==> src/rtl/fsa_pkg.sv <==
package fsa_pkg;
  typedef enum logic {
    MODE_DATA = 1'b0,
    MODE_TWID = 1'b1
  } agen_mode_e;

  // loop index 0 = innermost (m), 1 = middle (l), 2 = outermost (k)
  localparam int unsigned LOOPS = 3;
  localparam int unsigned LP_M  = 0;
  localparam int unsigned LP_L  = 1;
  localparam int unsigned LP_K  = 2;
endpackage

==> src/rtl/agen_loop_ctr.sv <==
module agen_loop_ctr #(
  parameter int unsigned CW = 10
) (
  input  logic          clk,
  input  logic          rst_n,
  input  logic          clr_i,
  input  logic          adv_i,
  input  logic [CW-1:0] max_i,
  output logic          at_max_o
);
  logic [CW-1:0] cnt_q, cnt_d;
  logic          cnt_en;

  assign cnt_en   = clr_i | adv_i;
  assign at_max_o = (cnt_q == max_i);

  always_comb begin
    cnt_d = cnt_q;
    if (clr_i)         cnt_d = '0;
    else if (at_max_o) cnt_d = '0;
    else               cnt_d = cnt_q + 1'b1;
  end

  always_ff @(posedge clk or negedge rst_n) begin
    if (!rst_n)      cnt_q <= '0;
    else if (cnt_en) cnt_q <= cnt_d;
  end
endmodule

==> src/rtl/agen_acc.sv <==
module agen_acc #(
  parameter int unsigned AW = 10,
  parameter int unsigned NL = 3
) (
  input  logic          clk,
  input  logic          rst_n,
  input  logic          clr_i,
  input  logic [NL-1:0] inc_i,
  input  logic [NL-1:0] wrap_i,
  input  logic [AW-1:0] stride_i,
  input  logic [AW-1:0] step_i,
  input  logic [AW:0]   npts_i,
  output logic [AW-1:0] data_o,
  output logic [AW-1:0] twid_o
);
  import fsa_pkg::*;

  logic [AW-1:0] d_acc_q, d_acc_d, d_row_q, d_row_d;
  logic [AW-1:0] t_acc_q, t_acc_d, t_base_q, t_base_d;
  logic          acc_en;

  function automatic logic [AW-1:0] mod_add(input logic [AW-1:0] a, input logic [AW-1:0] b);
    logic [AW:0] s;
    s = {1'b0, a} + {1'b0, b};
    if (s >= npts_i) s = s - npts_i;
    return s[AW-1:0];
  endfunction

  assign acc_en = clr_i | (|inc_i) | (|wrap_i);

  always_comb begin
    d_acc_d  = d_acc_q;
    d_row_d  = d_row_q;
    t_acc_d  = t_acc_q;
    t_base_d = t_base_q;
    if (clr_i) begin
      d_acc_d  = '0;
      d_row_d  = '0;
      t_acc_d  = '0;
      t_base_d = '0;
    end else begin
      // data: new column restarts at k, new row adds the stride
      if (inc_i[LP_K]) begin
        d_row_d = d_row_q + 1'b1;
        d_acc_d = d_row_q + 1'b1;
      end else if (inc_i[LP_L]) begin
        d_acc_d = d_acc_q + stride_i;
      end
      // twiddle: base tracks k*w, accumulator tracks m*base
      if (inc_i[LP_K])       t_base_d = mod_add(t_base_q, step_i);
      if (inc_i[LP_M])       t_acc_d  = mod_add(t_acc_q, t_base_q);
      else if (wrap_i[LP_M]) t_acc_d  = '0;
    end
  end

  always_ff @(posedge clk or negedge rst_n) begin
    if (!rst_n) begin
      d_acc_q  <= '0;
      d_row_q  <= '0;
      t_acc_q  <= '0;
      t_base_q <= '0;
    end else if (acc_en) begin
      d_acc_q  <= d_acc_d;
      d_row_q  <= d_row_d;
      t_acc_q  <= t_acc_d;
      t_base_q <= t_base_d;
    end
  end

  assign data_o = d_acc_q;
  assign twid_o = t_acc_q;
endmodule

==> src/rtl/fft_stage_agen.sv <==
module fft_stage_agen #(
  parameter int unsigned AW = 10
) (
  input  logic          clk,
  input  logic          rst_n,
  input  logic          start_i,
  input  logic          mode_i,
  input  logic [AW-1:0] outer_cnt_i,
  input  logic [AW-1:0] mid_cnt_i,
  input  logic [AW-1:0] radix_i,
  input  logic [AW-1:0] step_i,
  input  logic [AW:0]   npts_i,
  input  logic          stall_i,
  output logic [AW-1:0] addr_o,
  output logic          valid_o,
  output logic          last_o
);
  import fsa_pkg::*;

  localparam int unsigned CW = AW;

  agen_mode_e    cfg_mode_q, cfg_mode_d;
  logic [CW-1:0] cfg_max_q [LOOPS];
  logic [CW-1:0] cfg_max_d [LOOPS];
  logic [AW-1:0] cfg_stride_q, cfg_stride_d;
  logic [AW-1:0] cfg_step_q, cfg_step_d;
  logic [AW:0]   cfg_npts_q, cfg_npts_d;
  logic          busy_q, busy_d;

  logic [LOOPS-1:0] adv, at_max, inc, wrap;
  logic             fire, all_max;
  logic [AW-1:0]    data_idx, twid_idx;

  function automatic logic [CW-1:0] cnt_to_max(input logic [CW-1:0] c);
    return (c == '0) ? '0 : c - 1'b1;
  endfunction

  // configuration capture
  always_comb begin
    cfg_mode_d         = agen_mode_e'(mode_i);
    cfg_max_d[LP_K]    = cnt_to_max(outer_cnt_i);
    cfg_max_d[LP_L]    = cnt_to_max(mid_cnt_i);
    cfg_max_d[LP_M]    = (agen_mode_e'(mode_i) == MODE_TWID) ? cnt_to_max(radix_i) : '0;
    cfg_stride_d       = (outer_cnt_i == '0) ? AW'(1) : outer_cnt_i;
    cfg_step_d         = step_i;
    cfg_npts_d         = npts_i;
  end

  always_ff @(posedge clk or negedge rst_n) begin
    if (!rst_n) begin
      cfg_mode_q   <= MODE_DATA;
      cfg_stride_q <= '0;
      cfg_step_q   <= '0;
      cfg_npts_q   <= '0;
      for (int i = 0; i < int'(LOOPS); i++) cfg_max_q[i] <= '0;
    end else if (start_i) begin
      cfg_mode_q   <= cfg_mode_d;
      cfg_stride_q <= cfg_stride_d;
      cfg_step_q   <= cfg_step_d;
      cfg_npts_q   <= cfg_npts_d;
      for (int i = 0; i < int'(LOOPS); i++) cfg_max_q[i] <= cfg_max_d[i];
    end
  end

  // sequencing
  assign fire    = busy_q & ~stall_i;
  assign all_max = &at_max;
  assign adv[0]  = fire & ~all_max;

  genvar gi;
  generate
    for (gi = 1; gi < int'(LOOPS); gi++) begin : g_chain
      assign adv[gi] = adv[gi-1] & at_max[gi-1];
    end
    for (gi = 0; gi < int'(LOOPS); gi++) begin : g_loop
      assign inc[gi]  = adv[gi] & ~at_max[gi];
      assign wrap[gi] = adv[gi] &  at_max[gi];
      agen_loop_ctr #(.CW(CW)) i_ctr (
        .clk      (clk),
        .rst_n    (rst_n),
        .clr_i    (start_i),
        .adv_i    (adv[gi]),
        .max_i    (cfg_max_q[gi]),
        .at_max_o (at_max[gi])
      );
    end
  endgenerate

  always_comb begin
    busy_d = busy_q;
    if (start_i)             busy_d = 1'b1;
    else if (fire & all_max) busy_d = 1'b0;
  end

  always_ff @(posedge clk or negedge rst_n) begin
    if (!rst_n) busy_q <= 1'b0;
    else        busy_q <= busy_d;
  end

  agen_acc #(.AW(AW), .NL(LOOPS)) i_acc (
    .clk      (clk),
    .rst_n    (rst_n),
    .clr_i    (start_i),
    .inc_i    (inc),
    .wrap_i   (wrap),
    .stride_i (cfg_stride_q),
    .step_i   (cfg_step_q),
    .npts_i   (cfg_npts_q),
    .data_o   (data_idx),
    .twid_o   (twid_idx)
  );

  assign addr_o  = (cfg_mode_q == MODE_TWID) ? twid_idx : data_idx;
  assign valid_o = busy_q;
  assign last_o  = busy_q & all_max;
endmodule

==> config.mk <==
export PLATFORM = sky130hd
export DESIGN_NAME = fft_stage_agen
export DESIGN_NICKNAME = d
export VERILOG_FILES = /design/src/rtl/fsa_pkg.sv /design/src/rtl/agen_loop_ctr.sv /design/src/rtl/agen_acc.sv /design/src/rtl/fft_stage_agen.sv
export SDC_FILE = /design/constraint.sdc
export NUM_CORES = 1
export LEC_CHECK = 0
export BUFFER_PORTS_ARGS = -buffer_cell sky130_fd_sc_hd__buf_2
export CAP_MARGIN = 15
export CORE_MARGIN = 2
export CORE_UTILIZATION = 40
export CTS_BUF_LIST = sky130_fd_sc_hd__clkbuf_16
export CTS_CLUSTER_DIAMETER = 30
export CTS_CLUSTER_SIZE = 28
export DETAILED_ROUTE_END_ITERATION = 12
export PLACE_DENSITY = 0.59
export SYNTH_ARGS = -nofsm -noshare
export SYNTH_HDL_FRONTEND = slang
export SYNTH_SLANG_ARGS = --single-unit
==> constraint.sdc <==
create_clock -name clk -period 3.95 [get_ports clk]
set_input_delay 0.5925 -clock clk [delete_from_list [all_inputs] [get_ports clk]]
set_output_delay 0.5925 -clock clk [all_outputs]
set_load 0.02 [all_outputs]
==> impl_metrics.json <==
{
  "floorplan.die_area_um2": 23600,
  "num_rows": 54,
  "use_met2": 0.306,
  "drt-vias-per-instance": 5.22,
  "synth.area.mux_share": 0.0655,
  "numClockSinks": 133,
  "syn-mean-instance-area_um2": 9.36,
  "total_leakage_power_nw": 4.62,
  "post_synth_inst_count": 957,
  "post_route_cells_drive_above_1_share": 0.178,
  "finalWorstPathRequiredPeriod_ns": 3.82,
  "switching_power_w": 0.00110,
  "setup_slack_ns": 0.128,
  "clkPwrFrac": 0.421,
  "critical_path.endpoint_type": "flop",
  "drt_iter0_markers": 304,
  "synth.largest_area_cell": "dfrtp_1",
  "worst_ep_arrival_time_ns": 4.17,
  "synth_top_cell_area_share": 0.372,
  "register_area_share_after_synthesis": 0.372,
  "finalSetupTns_ns": 0,
  "boundaryPins": 68,
  "die_h_um": 154,
  "seq_power_share": 0.400,
  "dr.pass1.iters": 4,
  "power_density_nw_per_um2": 360,
  "clkLatencyLatePin_ns": 0.43,
  "largest_net_degree_at_the_start_of_global_routing": 89,
  "combinational_family_with_the_most_area_after_synthesis": "simple AND/OR/NAND/NOR gates",
  "yosys_most_used_dff": "dfrtp_1",
  "average_wire_per_cell_in_the_routed_design_um": 16.3,
  "worst_setup_skew_after_layout_ns": 0.0114,
  "cts_tree": "yes",
  "antenna_found_initial": 0,
  "start_util": 0.409,
  "type_of_origin_of_the_critical_path": "flop",
  "gr-total-overflow": 0,
  "numPortBuffers": 67,
  "die_width_um": 154,
  "cts_max_level": 4,
  "post_synth_xor_xnor_area": 0.109,
  "finalNetCount": 1150,
  "dr_total_vias": 6911,
  "groute.usage.overall": 0.188,
  "hp-class": "primary input to async pin",
  "grt.met1_usage": 0.253,
  "grtUsageMet3": 0.0318,
  "synth_area_leaders": "dfrtp_1 (37%), ha_1 (8.1%), xnor2_1 (7.7%)",
  "yosysWarningCount": 0,
  "synth_seq_cells": 133,
  "drc": 0,
  "status": "completed",
  "synth-adder-area-share": 0.0922,
  "max-vdd-ir-drop_mv": 0.248,
  "global_route.peak_usage_layer": "met2",
  "synth-simple-area-share": 0.169,
  "detailedPlacementHpwl_um": 15900,
  "postRouteAntennaNets": 0,
  "ys_async_sr_fraction": 1.00,
  "cts_made_buffers": 17,
  "final.period_utilization": 0.968,
  "routabilityCongestion": 0.835,
  "clk_pin_slew_worst_paths_ns": 0.06,
  "synthesis.nets": 1076,
  "post-route-util": 0.472,
  "setup_violations": 0,
  "synthTopCellsByCount": "dfrtp_1 (133), nor2_1 (97), xnor2_1 (79)",
  "critical_path_fanout_max": 4,
  "routed_wire_length_um": 21500,
  "grt_pass1_vias": 6840,
  "worst-setup-path-type": "flop to flop",
  "maxSlewViolCount": 0,
  "dpl_worst_slack_ns": 0.0649,
  "timing.final.hold_violations": 0,
  "synth_edf_count": 0,
  "syn-cell-area_um2": 8950,
  "internal_power_consumption_w": 0.00261,
  "antenna_cells_inserted": 0,
  "synth_most_common_cell": "dfrtp_1",
  "rsz0062_at_grt": "true",
  "p_comb_frac": 0.179,
  "area_added_between_synthesis_and_finish_pct": 15.3,
  "tightestPinTransition_ns": 0.879,
  "complex_gate_fraction_of_the_synthesized_area": 0.151,
  "dpl_cell_area_um2": 9670,
  "netSwitchingFraction": 0.297,
  "grt_pass1_wl_um": 35700,
  "fp.coreArea_um2": 21900,
  "timing.critical_path.required_ns": 4.29,
  "ctsRootBufferMaster": "clkbuf_16",
  "layout.cell_area.non_filler_um2": 10300,
  "worst_slew_margin_rel": 0.409,
  "max-cap-violations": 0,
  "synth_cell_type_count": 69,
  "max_freq_mhz": 262,
  "cts_max_path_buffers": 2
}
## cells by family (layout without fill, tap and decap cells)
family,count (synthesis),count (layout)
simple gates,291,291
compound gates,208,208
flops,133,133
xor+xnor,111,111
buf+inv,96,182
fa+ha+maj,63,63
mux,55,55
## through the flow
stage | total power, W | hold WS, ns | std cells
after floorplan | 0.00197 | 0.297 | 957
after global placement | 0.00216 | 0.503 | 1291
after detailed placement | 0.00217 | 0.503 | 1291
after CTS | 0.00375 | 0.282 | 1322
after global routing | 0.00390 | 0.289 | 1323
final | 0.00371 | 0.217 | 1323
## metal layers
| layer | vias up | routed length, um |
|---|---|---|
| li1 | 3520 | - |
| met1 | 3267 | 10200 |
| met2 | 91 | 10200 |
| met3 | 33 | 580 |
| met4 | 0 | 552 |
| met5 | - | 0 |
## worst max-delay path, cell delays in order (launching register included)
cell	delay, ns
dfrtp_1	0.38
ha_2	0.22
inv_2	0.04
fa_2	0.35
nor2b_2	0.13
o21ai_2	0.07
o22ai_2	0.19
o41ai_2	0.08
buf_4	0.14
xnor2_1	0.14
ha_1	0.23
a21o_1	0.17
a21o_1	0.18
or2_1	0.26
or4_4	0.54
nand2_8	0.09
mux2_2	0.33
a211oi_2	0.21
## power groups by stage
| stage | logic, W | clock network (W) | registers (W) |
|---|---|---|---|
| after floorplan | 0.000475 | 0 | 0.00149 |
| after global placement | 0.000653 | 0 | 0.00151 |
| after detailed placement | 0.000654 | 0 | 0.00151 |
| after CTS | 0.000660 | 0.00160 | 0.00149 |
| after global routing | 0.000743 | 0.00166 | 0.00150 |
| final | 0.000664 | 0.00156 | 0.00149 |
## cell type report
cell class                 count  area, um^2
tap                          280         350
timing repair buffer          88         514
sequential                   133        3330
clock buffer                  17         425
inverter                      63         236
fill                        2124       11600
clock inverter                14         145
multi-input combinational    728        5330
## flip-flops by register name, summed over array words and instances, names as in the netlist
signal and flops:
cfg_npts_q 11, cfg_mode_q 1, valid_o 1, cfg_step_q 10, cfg_stride_q 10, g_loop.i_ctr.cnt_q 30, i_acc.data_o 10, cfg_max_q 30
i_acc.t_base_q 10, i_acc.d_row_q 10, i_acc.twid_o 10
## placed cells by master (no fill, tap or decap), types with 6 or more instances in the layout
cell	instances
dfrtp_1	133
nor2_1	97
xnor2_1	78
buf_2	65
inv_1	62
nand2_1	57
ha_1	55
a21oi_1	44
o21ai_0	44
xor2_1	32
mux2_2	29
nand3_1	26
o22ai_1	26
mux2i_1	25
buf_4	21
clkbuf_16	17
nor3_1	16
nor2b_1	15
o21ai_1	14
and3_1	13
nand4_1	12
a21o_1	11
or3_1	9
nand2b_1	8
a211oi_2	8
o21a_1	7
nand3b_1	6
## repair_timing
item,4_1_cts,5_1_grt
setup buffers,0,1
endpoints found under the setup margin,0,18
hold buffers,0,0
resized for setup,0,19
## path summary, 6_finish.rpt
check	from	end	slack (ns)	depth (start not counted)
max in group asynchronous	rst_n	cfg_stride_q[6]	2.85	2
worst max register to register	i_acc.t_base_q[0]	i_acc.t_base_q[0]	0.13	17
worst max-delay path	i_acc.t_base_q[0]	i_acc.t_base_q[0]	0.13	17
worst min register to register	cfg_step_q[9]	cfg_step_q[9]	0.52	1
worst min-delay path	rst_n	cfg_npts_q[6]	0.22	1
min in group clk	radix_i[0]	cfg_max_q[20]	0.37	2
Note: power is estimated with default switching activity, not from simulation.
